### src/rtl/iack_pkg.sv
package iack_pkg;

    localparam int LVL_W   = 3;
    localparam int VEC_W   = 8;
    localparam int ADR_W   = 24;
    localparam int VBR_W   = 32;
    localparam int MON_MIN = 8;
    localparam int MON_MAX = 64;

    localparam logic [2:0]       FC_CPU_SPACE = 3'b111;
    localparam logic [VEC_W-1:0] VEC_BASE     = 8'd24;

    typedef enum logic [1:0] {
        OUT_NONE     = 2'd0,
        OUT_VECTORED = 2'd1,
        OUT_AUTO     = 2'd2,
        OUT_SPUR     = 2'd3
    } iack_outcome_e;

    typedef enum logic {
        ST_IDLE = 1'b0,
        ST_RUN  = 1'b1
    } iack_state_e;

    typedef struct packed {
        logic [VEC_W-1:0] vec;
        iack_outcome_e    kind;
        logic             berr;
    } iack_result_t;

    function automatic logic [ADR_W-1:0] iack_address(input logic [LVL_W-1:0] lvl);
        return {{(ADR_W-LVL_W-1){1'b1}}, lvl, 1'b1};
    endfunction

    function automatic logic [VEC_W-1:0] autovec_number(input logic [LVL_W-1:0] lvl);
        return VEC_BASE + {{(VEC_W-LVL_W){1'b0}}, lvl};
    endfunction

    function automatic logic [VBR_W-1:0] table_address(input logic [VBR_W-1:0] base,
                                                       input logic [VEC_W-1:0] vec);
        return base + {{(VBR_W-VEC_W-2){1'b0}}, vec, 2'b00};
    endfunction

endpackage

### src/rtl/iack_arbiter.sv
module iack_arbiter
    import iack_pkg::*;
#(
    parameter int NSRC  = 8,
    parameter int ARB_W = 4,
    localparam int IDX_W = (NSRC > 1) ? $clog2(NSRC) : 1
) (
    input  logic                   clk,
    input  logic                   rst,
    input  logic                   active,
    input  logic [LVL_W-1:0]       lvl,
    input  logic [NSRC*LVL_W-1:0]  src_level,
    input  logic [NSRC*ARB_W-1:0]  src_arb,
    output logic                   hit,
    output logic [IDX_W-1:0]       win_idx
);

    logic [LVL_W-1:0] lv_a [NSRC];
    logic [ARB_W-1:0] ab_a [NSRC];
    logic [NSRC-1:0]  elig;
    logic [ARB_W-1:0] best;

    for (genvar g = 0; g < NSRC; g++) begin : g_unpack
        assign lv_a[g] = src_level[g*LVL_W +: LVL_W];
        assign ab_a[g] = src_arb[g*ARB_W +: ARB_W];
        assign elig[g] = (lv_a[g] == lvl) && (ab_a[g] != '0);
    end

    always_comb begin
        hit     = 1'b0;
        win_idx = '0;
        best    = '0;
        for (int i = 0; i < NSRC; i++) begin
            if (elig[i] && (!hit || ab_a[i] > best)) begin
                hit     = 1'b1;
                win_idx = i[IDX_W-1:0];
                best    = ab_a[i];
            end
        end
    end

    // a chosen winner is always a matching, responding source
    p_winner_eligible_r3: assert property (@(posedge clk) disable iff (rst)
        (active && hit) |-> (lv_a[win_idx] == lvl && ab_a[win_idx] != '0));

    // no winner only when nobody can respond
    p_nohit_means_silent_r6: assert property (@(posedge clk) disable iff (rst)
        (active && !hit) |-> (elig == '0));

endmodule

### src/rtl/iack_busmon.sv
module iack_busmon
    import iack_pkg::*;
#(
    parameter int TMO_W = 7
) (
    input  logic             clk,
    input  logic             rst,
    input  logic             run,
    input  logic [TMO_W-1:0] limit,
    output logic             expired
);

    localparam logic [TMO_W-1:0] LIM_LO = TMO_W'(MON_MIN);
    localparam logic [TMO_W-1:0] LIM_HI = TMO_W'(MON_MAX);

    logic [TMO_W-1:0] cnt;
    logic [TMO_W-1:0] eff;

    always_comb begin
        if (limit < LIM_LO)      eff = LIM_LO;
        else if (limit > LIM_HI) eff = LIM_HI;
        else                     eff = limit;
    end

    always_ff @(posedge clk) begin
        if (rst || !run) cnt <= '0;
        else if (!expired) cnt <= cnt + 1'b1;
    end

    assign expired = run && (cnt == eff - 1'b1);

    // the counter never runs past the largest window
    p_cnt_bound_r9: assert property (@(posedge clk) disable iff (rst)
        cnt <= LIM_HI - 1'b1);

    // expiry never comes before the smallest window
    p_expire_min_r9: assert property (@(posedge clk) disable iff (rst)
        expired |-> cnt >= LIM_LO - 1'b1);

endmodule

### src/rtl/iack_ctrl.sv
module iack_ctrl
    import iack_pkg::*;
(
    input  logic             clk,
    input  logic             rst,
    input  logic             start,
    input  logic [LVL_W-1:0] level,
    input  logic [VBR_W-1:0] vbr,
    input  logic             avec,
    input  logic             hit,
    input  logic             win_rdy,
    input  logic             win_auto,
    input  logic [VEC_W-1:0] win_vec,
    input  logic             expired,
    output logic             busy,
    output logic [LVL_W-1:0] lvl_q,
    output logic [2:0]       fc,
    output logic [ADR_W-1:0] addr,
    output logic [LVL_W-1:0] ipl_mask,
    output logic             done,
    output logic             bus_err,
    output logic [VEC_W-1:0] vec_num,
    output logic [VBR_W-1:0] vec_addr,
    output logic [1:0]       outcome
);

    iack_state_e  state;
    iack_result_t res;
    logic         finish;
    logic         accept;

    assign busy   = (state == ST_RUN);
    assign accept = (state == ST_IDLE) && start && (level != '0) && !done;

    always_comb begin
        finish = 1'b1;
        res    = '{vec: '0, kind: OUT_NONE, berr: 1'b0};
        if (avec) begin
            res = '{vec: autovec_number(lvl_q), kind: OUT_AUTO, berr: 1'b0};
        end else if (hit && win_rdy) begin
            if (win_auto) res = '{vec: autovec_number(lvl_q), kind: OUT_AUTO, berr: 1'b0};
            else          res = '{vec: win_vec, kind: OUT_VECTORED, berr: 1'b0};
        end else if (expired) begin
            res = '{vec: VEC_BASE, kind: OUT_SPUR, berr: 1'b1};
        end else begin
            finish = 1'b0;
        end
    end

    always_ff @(posedge clk) begin
        if (rst) begin
            state    <= ST_IDLE;
            lvl_q    <= '0;
            ipl_mask <= '1;
            done     <= 1'b0;
            bus_err  <= 1'b0;
            vec_num  <= '0;
            vec_addr <= '0;
            outcome  <= OUT_NONE;
        end else begin
            done    <= 1'b0;
            bus_err <= 1'b0;
            if (state == ST_RUN) begin
                if (finish) begin
                    state    <= ST_IDLE;
                    done     <= 1'b1;
                    bus_err  <= res.berr;
                    vec_num  <= res.vec;
                    vec_addr <= table_address(vbr, res.vec);
                    outcome  <= res.kind;
                end
            end else if (accept) begin
                state    <= ST_RUN;
                lvl_q    <= level;
                ipl_mask <= level;
            end
        end
    end

    always_comb begin
        fc   = busy ? FC_CPU_SPACE : 3'b000;
        addr = busy ? iack_address(lvl_q) : '0;
    end

    // accepted level lands in the mask
    p_mask_load_r2: assert property (@(posedge clk) disable iff (rst)
        (!busy && !done && start && level != '0) |=> (busy && ipl_mask == $past(level)));

    // level zero never starts a cycle
    p_level0_idle_r2: assert property (@(posedge clk) disable iff (rst)
        (!busy && start && level == '0) |=> !busy);

    // mask holds while a cycle runs
    p_mask_hold_r8: assert property (@(posedge clk) disable iff (rst)
        busy |=> $stable(ipl_mask));

    // done pulse blocks a new start
    p_done_blocks_r8: assert property (@(posedge clk) disable iff (rst)
        done |=> !busy);

    // bus error comes only with a spurious completion
    p_berr_spur_r6: assert property (@(posedge clk) disable iff (rst)
        bus_err |-> (done && outcome == OUT_SPUR && vec_num == VEC_BASE));

    // autovector numbers follow the mask level
    p_auto_num_r5: assert property (@(posedge clk) disable iff (rst)
        (done && outcome == OUT_AUTO) |-> vec_num == VEC_BASE + 8'(ipl_mask));

    // table address from base sampled at completion
    p_vaddr_r7: assert property (@(posedge clk) disable iff (rst)
        done |-> vec_addr == $past(vbr) + {22'b0, vec_num, 2'b00});

    // address level field tracks the mask during a cycle
    p_addr_level_r1: assert property (@(posedge clk) disable iff (rst)
        busy |-> (addr[3:1] == ipl_mask && fc == FC_CPU_SPACE));

endmodule

### src/rtl/irq_ack_arbiter.sv
module irq_ack_arbiter
    import iack_pkg::*;
#(
    parameter int NSRC  = 8,
    parameter int ARB_W = 4,
    parameter int TMO_W = 7,
    localparam int IDX_W = (NSRC > 1) ? $clog2(NSRC) : 1
) (
    input  logic                   clk,
    input  logic                   rst,
    input  logic                   ack_start,
    input  logic [2:0]             ack_level,
    input  logic [31:0]            vbr,
    input  logic [TMO_W-1:0]       mon_limit,
    input  logic                   avec,
    input  logic [NSRC*3-1:0]      src_level,
    input  logic [NSRC*ARB_W-1:0]  src_arb,
    input  logic [NSRC*8-1:0]      src_vec,
    input  logic [NSRC-1:0]        src_autovec,
    input  logic [NSRC-1:0]        src_rdy,
    output logic [2:0]             fc,
    output logic [23:0]            addr,
    output logic                   busy,
    output logic [2:0]             ipl_mask,
    output logic                   done,
    output logic                   bus_err,
    output logic [7:0]             vec_num,
    output logic [31:0]            vec_addr,
    output logic [1:0]             outcome
);

    logic             hit;
    logic [IDX_W-1:0] win_idx;
    logic [LVL_W-1:0] lvl_q;
    logic             expired;
    logic             win_rdy;
    logic             win_auto;
    logic [VEC_W-1:0] win_vec;

    iack_arbiter #(.NSRC(NSRC), .ARB_W(ARB_W)) u_arb (
        .clk       (clk),
        .rst       (rst),
        .active    (busy),
        .lvl       (lvl_q),
        .src_level (src_level),
        .src_arb   (src_arb),
        .hit       (hit),
        .win_idx   (win_idx)
    );

    assign win_rdy  = src_rdy[win_idx];
    assign win_auto = src_autovec[win_idx];
    assign win_vec  = src_vec[win_idx*VEC_W +: VEC_W];

    iack_busmon #(.TMO_W(TMO_W)) u_mon (
        .clk     (clk),
        .rst     (rst),
        .run     (busy),
        .limit   (mon_limit),
        .expired (expired)
    );

    iack_ctrl u_ctrl (
        .clk      (clk),
        .rst      (rst),
        .start    (ack_start),
        .level    (ack_level),
        .vbr      (vbr),
        .avec     (avec),
        .hit      (hit),
        .win_rdy  (win_rdy),
        .win_auto (win_auto),
        .win_vec  (win_vec),
        .expired  (expired),
        .busy     (busy),
        .lvl_q    (lvl_q),
        .fc       (fc),
        .addr     (addr),
        .ipl_mask (ipl_mask),
        .done     (done),
        .bus_err  (bus_err),
        .vec_num  (vec_num),
        .vec_addr (vec_addr),
        .outcome  (outcome)
    );

endmodule

### config.mk
export PLATFORM = sky130hd
export DESIGN_NAME = irq_ack_arbiter
export DESIGN_NICKNAME = d
export VERILOG_FILES = /design/src/rtl/iack_pkg.sv /design/src/rtl/iack_arbiter.sv /design/src/rtl/iack_busmon.sv /design/src/rtl/iack_ctrl.sv /design/src/rtl/irq_ack_arbiter.sv
export SDC_FILE = /design/constraint.sdc
export NUM_CORES = 1
export LEC_CHECK = 0
export ABC_CLOCK_PERIOD_IN_PS = 43800
export BUFFER_PORTS_ARGS = -buffer_cell sky130_fd_sc_hd__buf_2
export CAP_MARGIN = 20
export CORE_MARGIN = 2
export CORE_UTILIZATION = 40
export DETAILED_ROUTE_END_ITERATION = 7
export PLACE_DENSITY_LB_ADDON = 0.3
export SETUP_SLACK_MARGIN = 0.2
export SLEW_MARGIN = 20
export SYNTH_ARGS = -nofsm -noshare
export SYNTH_HDL_FRONTEND = slang
export SYNTH_SLANG_ARGS = --single-unit
### constraint.sdc
create_clock -name clk -period 43.8 [get_ports clk]
set_input_delay 4.38 -clock clk [delete_from_list [all_inputs] [get_ports clk]]
set_output_delay 4.38 -clock clk [all_outputs]
set_load 0.01 [all_outputs]
==> results of run 1 <==
[worst register-to-register path: cells and delay by family (launching register included)]
family	cells	cell delay, ns
adders and majority gates	9	2.42
AOI/OAI and AO/OA	33	8.77
DFF	1	0.79
and+or+nand+nor	11	2.13
xor gates and xnor gates	2	0.39
buffers and inverters	4	0.24
muxes	5	1.81
[synth_stat cells (5+ instances only)]
| master | instances |
|---|---|
| a21oi_1 | 71 |
| dfxtp_1 | 58 |
| nor2_1 | 47 |
| nand3_1 | 44 |
| nand2_1 | 42 |
| o21ai_0 | 41 |
| ha_1 | 38 |
| xor2_1 | 35 |
| inv_1 | 30 |
| xnor2_1 | 28 |
| buf_4 | 27 |
| clkbuf_1 | 25 |
| a211oi_2 | 20 |
| and3_1 | 19 |
| nor4_1 | 17 |
| and2_1 | 13 |
| o21a_1 | 13 |
| buf_2 | 11 |
| mux2i_1 | 11 |
| a211oi_1 | 10 |
| a21o_1 | 10 |
| mux2_2 | 10 |
| a31oi_1 | 9 |
| o21ai_1 | 9 |
| a32o_1 | 8 |
| nor2b_1 | 8 |
| nor3_1 | 8 |
| nand4_1 | 7 |
| o211ai_1 | 6 |
| a211o_1 | 5 |
| o21bai_1 | 5 |
[report_power, final]
group | switching [µW] | total, µW | leakage, µW | internal, µW
clock network | 24.4 | 78.2 | 0.000161 | 53.8
registers | 4.57 | 63.1 | 0.000474 | 58.5
logic | 92.1 | 153 | 0.00287 | 61.4
[routing by layer]
metal	up-vias	track usage	share of wire
li1	3268	-	-
met1	3037	0.312	0.45
met2	244	0.384	0.46
met3	40	0.0477	0.063
met4	2	0.0743	0.027
met5	-	0	0.00056
[stage by stage]
stage	std cells	utilization	hold WS [ns]	total power, µW	cell area (µm²)
detailed placement	1154	0.483	0.450	216	7260
floorplan	773	-	0.493	178	6090
CTS	1168	0.505	0.461	295	7590
global placement	1154	0.483	0.444	215	7260
global route	1168	0.505	0.482	315	7590
finish	1168	0.505	0.458	295	7590
[logic make-up after synthesis]
| logic type | after synthesis | share of synthesized area |
|---|---|---|
| xor+xnor | 63 | 0.0906 |
| flops | 58 | 0.191 |
| fa+ha+maj | 39 | 0.0814 |
| buf+inv | 99 | 0.0824 |
| compound gates | 254 | 0.301 |
| simple gates | 239 | 0.217 |
| mux | 21 | 0.0366 |
[layout make-up]
| class | instances | area, µm² | share of cell area |
|---|---|---|---|
| Multi-Input combinational cell | 616 | 4420 | 0.583 |
| Inverter | 30 | 113 | 0.0148 |
| Clock inverter | 2 | 60.1 | 0.00792 |
| Clock buffer | 12 | 267 | 0.0351 |
| Timing Repair Buffer | 262 | 1330 | 0.175 |
| Tap cell | 188 | 235 | 0.0310 |
| Sequential cell | 58 | 1160 | 0.153 |
[registers in the layout (all words and copies together), names as in the netlist]
register and flops:
u_ctrl.lvl_q 3, u_ctrl.ipl_mask 3, u_ctrl.bus_err 1, u_ctrl.vec_addr 32, u_ctrl.vec_num 8, u_ctrl.busy 1
u_ctrl.outcome 2, u_mon.cnt 7, u_ctrl.done 1
[worst min-delay path by stage]
stage,from,to,depth (start not counted)
3_5_place_dp,u_ctrl.vec_num[4]$_SDFFE_PP0P_,u_ctrl.vec_num[4]$_SDFFE_PP0P_,1
3_3_place_gp,u_ctrl.vec_num[4]$_SDFFE_PP0P_,u_ctrl.vec_num[4]$_SDFFE_PP0P_,1
4_1_cts,u_ctrl.vec_num[4]$_SDFFE_PP0P_,u_ctrl.vec_num[4]$_SDFFE_PP0P_,1
5_1_grt,u_ctrl.vec_num[4]$_SDFFE_PP0P_,u_ctrl.vec_num[4]$_SDFFE_PP0P_,1
6_report,u_ctrl.vec_num[4]$_SDFFE_PP0P_,u_ctrl.vec_num[4]$_SDFFE_PP0P_,1
2_1_floorplan,u_ctrl.outcome[0]$_SDFFE_PP0P_,u_ctrl.outcome[0]$_SDFFE_PP0P_,2
==> results.yml, run 1 <==
clock_tree:
  clkTransAtPathRegs_ns: 0.05
  cts_setup_buffers: 0
  cts_tree: "built"
  cts_made_buffers: 9
  h-tree-depth: 3
  cts_root_buffer: "clkbuf_16"
  clkLatencyLatePin_ns: 0.33
  clkSinkCount: 58
  cts_resized: 0
  ctsHoldBuffers: 0
  cts_max_path_buffers: 2
logic_synthesis:
  yosysTopAreaCellShare: 0.191
  synth-seq-cells: 58
  yosysUniqueCellTypes: 79
  synthArstFlopShare: 0
  synthTopCellsByArea: "dfxtp_1 (19%), ha_1 (7.8%), a21oi_1 (5.8%)"
  ys.flop_type: "dfxtp_1"
  yosys.area.top_type: "dfxtp_1"
  synth_edf_count: 0
  netlist_area_um2: 6090
  synth_cells: 773
  synth_nets: 994
  synth_area_per_cell_um2: 7.87
  ys_seq_area_frac: 0.191
  yosysWarningCount: 0
grt:
  grt_start_max_net_pins: 52
  grt_pass1_wl_um: 31000
  grt_antenna_before_repair: 1
  grt_pass1_vias: 6214
  grt_overflow: 0
  grt_usage: 0.235
drt:
  wl_per_cell_um: 16.7
  ant_nets: 0
  drtIter0Drc: 326
  drc_errors: 0
  first_pass_iters: 4
  vias: 6591
  viasPerCell: 5.64
  wl_um: 19500
sta:
  worst_pin_slew_ns: 1.09
  rsz0062_at_grt: "false"
  fin_ws_ns: 23.86
  finalSetupViolations: 0
  final_max_slew_viol_count: 0
  fmax_mhz: 50.1
  fin_crit_sh: 0.455
  max-slew-margin-rel: 0.271
  final_hold_viol_count: 0
  fin_worst_skew_ns: 0.0121
  tns_ns: 0
  min_period_ns: 19.94
worst_setup_path:
  criticalPathCategory: "input pin to register"
  crit_slowest_cell: "a32o_1"
  crit_fanout: 28
  reg2reg_to: "u_ctrl.vec_addr[28]$_SDFFE_PP0P_"
  r2r_slack_ns: 27.17
  path_delay_family: "compound AO/OA/AOI/OAI gates"
  crit_required_ns: 44.05
  critPathMaxStageDelay_ns: 0.87
  end_kind: "register"
  reg2reg_depth: 64
  start_kind: "input pin"
  crit_start: "src_level[2]"
  cp.depth: 65
  worst-path-buf-inv: 5
  endpoint: "u_ctrl.vec_addr[28]$_SDFFE_PP0P_"
  reg2reg_from: "u_ctrl.lvl_q[2]$_SDFFE_PP0P_"
  critPathArrivalTime_ns: 20.19
floorplanning:
  row_count: 45
  dieWidth_um: 127
  coreArea_um2: 15000
  num_io_pins: 257
  floorplan.initialDensity: 0.405
  die_h_um: 127
  dieArea_um2: 16200
layout:
  nNetsFinal: 1198
  diodes: 0
  nFillCells: 1507
  drive_above_1_share: 0.338
  final_cell_mix: "buf_2 (256), a21oi_1 (71), dfxtp_1 (57)"
  area_growth_syn_to_layout_pct: 24.6
  final_common_cell: "buf_2"
place:
  place_congestion: 0.924
  hpwl_um: 15000
  portBuffers: 256
  pre_cts_slack_ns: 23.71
power_and_ir_drop:
  p_leak_uw: 0.00351
  ir_worst_vdd_mv: 0.0208
  powerDensity_nw_per_um2: 38.8
outcome:
  status: "complete, no violations"
hold_path:
  hold_path_class: "register to register"
job:
  drv_cap: 0
(Power assumes the default switching activity.)
==> inputs of run 2 (changes only) <==
--- a/config.mk
+++ b/config.mk
@@ -5,7 +5,7 @@
 export SDC_FILE = /design/constraint.sdc
 export NUM_CORES = 1
 export LEC_CHECK = 0
-export ABC_CLOCK_PERIOD_IN_PS = 43800
+export ABC_CLOCK_PERIOD_IN_PS = 18200
 export BUFFER_PORTS_ARGS = -buffer_cell sky130_fd_sc_hd__buf_2
 export CAP_MARGIN = 20
 export CORE_MARGIN = 2
==> constraint.sdc (replaced) <==
create_clock -name clk -period 18.2 [get_ports clk]
set_input_delay 1.82 -clock clk [delete_from_list [all_inputs] [get_ports clk]]
set_output_delay 1.82 -clock clk [all_outputs]
set_load 0.01 [all_outputs]
==> results.yml, run 2 (synthesis results as in run 1) <==
place:
  place_congestion: 0.900
  pre_cts_slack_ns: 1.38
  portBuffers: 256
  hpwl_um: 15200
  place_area_um2: 7270
drt:
  ant_nets: 0
  wl_um: 19700
  vias: 6648
  first_pass_iters: 5
  drc_errors: 0
  viasPerCell: 5.68
  drtIter0Drc: 398
  wl_per_cell_um: 16.8
hold_path:
  hold_path_class: "register to register"
clock_tree:
  cts_setup_buffers: 0
  clkLatencyLatePin_ns: 0.33
  h-tree-depth: 3
  cts_root_buffer: "clkbuf_16"
  cts_made_buffers: 9
  clkSinkCount: 58
  cts_max_path_buffers: 2
  cts_tree: "built"
  clkTransAtPathRegs_ns: 0.06
sta:
  rsz0062_at_grt: "false"
  finalSetupViolations: 0
  final_hold_viol_count: 0
  fmax_mhz: 60.6
  worst_pin_slew_ns: 1.03
  fin_worst_skew_ns: 0.0132
  tns_ns: 0
  final_max_slew_viol_count: 0
  fin_crit_sh: 0.906
  max-slew-margin-rel: 0.307
  min_period_ns: 16.49
  fin_ws_ns: 1.71
layout:
  nNetsFinal: 1199
  drive_above_1_share: 0.340
  multi_input_area_um2: 4430
  area_growth_syn_to_layout_pct: 24.4
  regMostFlops: "u_ctrl.vec_addr"
  final_common_cell: "buf_2"
  largestRegisters: "u_ctrl.vec_addr (32), u_ctrl.vec_num (8), u_mon.cnt (7)"
  fin_area_um2: 7570
  final_cell_mix: "buf_2 (256), a21oi_1 (71), dfxtp_1 (57)"
  diodes: 0
  largest_reg_flops: 32
  seq_area_um2: 1160
  nFillCells: 1457
floorplanning:
  floorplan.initialDensity: 0.405
  num_io_pins: 257
  die_h_um: 127
  row_count: 45
  dieWidth_um: 127
  coreArea_um2: 15000
  dieArea_um2: 16200
grt:
  grt_antenna_before_repair: 2
  grt_pass1_wl_um: 31600
  grt_start_max_net_pins: 71
  grt_overflow: 0
  grt_usage: 0.241
  grt_pass1_vias: 6423
worst_setup_path:
  critPathMaxStageDelay_ns: 0.67
  crit_required_ns: 18.37
  critPathArrivalTime_ns: 16.67
  crit_slowest_cell: "a211oi_1"
  end_kind: "register"
  criticalPathCategory: "input pin to register"
  crit_fanout: 28
  start_kind: "input pin"
  r2r_slack_ns: 2.41
power_and_ir_drop:
  powerDensity_nw_per_um2: 91.5
  ir_worst_vdd_mv: 0.0546
  p_leak_uw: 0.00350
outcome:
  status: "complete, no violations"
job:
  drv_cap: 0
[run 2: cell types whose count changed in the layout (fill, tap and decap cells not counted), sizes merged]
cell,change
clkinv,+4
clkbuf,-1
bufinv,-1
buf,+1
[run 2: timing repair]
action / CTS / global route
resized for setup: 0 / 1
hold buffers: 0 / 0
setup endpoints to repair: 0 / 5
hold endpoints to repair: 0 / 0
[run 2: final cells by class]
type / instances / share of cell area
clock buffers: 11 / 0.0321
well taps: 188 / 0.0311
inverters: 30 / 0.0149
flip-flops and latches: 58 / 0.154
multi-input cells: 616 / 0.585
clock inverters: 5 / 0.00711
repair buffers: 263 / 0.176
[run 2: final timing paths]
path | start | endpoint | cells past startpoint
worst min register to register | u_ctrl.vec_num[4]$_SDFFE_PP0P_ | u_ctrl.vec_num[4]$_SDFFE_PP0P_ | 1
worst max register to register | u_ctrl.lvl_q[2]$_SDFFE_PP0P_ | u_ctrl.vec_addr[22]$_SDFFE_PP0P_ | 65
worst min-delay path | u_ctrl.vec_num[4]$_SDFFE_PP0P_ | u_ctrl.vec_num[4]$_SDFFE_PP0P_ | 1
worst max-delay path | src_level[2] | u_ctrl.vec_addr[22]$_SDFFE_PP0P_ | 66
[run 2: stage by stage]
step | hold slack [ns] | util | power (µW) | instances
after detailed placement | 0.448 | 0.483 | 522 | 1155
after global placement | 0.444 | 0.483 | 520 | 1155
after CTS | 0.460 | 0.503 | 694 | 1171
after global routing | 0.488 | 0.504 | 745 | 1171
after floorplan | 0.493 | - | 430 | 773
final | 0.458 | 0.504 | 693 | 1171
[run 2: power by group]
part / switching (µW) / total (µW) / leakage [µW] / internal (µW)
Clock: 59.5 / 169 / 0.000149 / 109
Sequential: 9.99 / 151 / 0.000474 / 141
Combinational: 224 / 374 / 0.00288 / 149
[run 2: per-layer routing]
layer	GRT usage	share of wire	up-vias
li1	-	-	3269
met5	0	0.0014	-
met4	0.0795	0.029	4
met3	0.0578	0.064	54
met2	0.406	0.47	237
met1	0.303	0.44	3084
[run 2: critical path: cells and delay by family]
| kind | cells | cell delay [ns] |
|---|---|---|
| AO/OA/AOI/OAI | 33 | 7.57 |
| adder cells (fa/ha/maj) | 9 | 2.37 |
| AND/OR/NAND/NOR | 11 | 2.14 |
| multiplexers | 5 | 1.80 |
| buffers and inverters | 6 | 0.62 |
| XOR/XNOR | 2 | 0.32 |
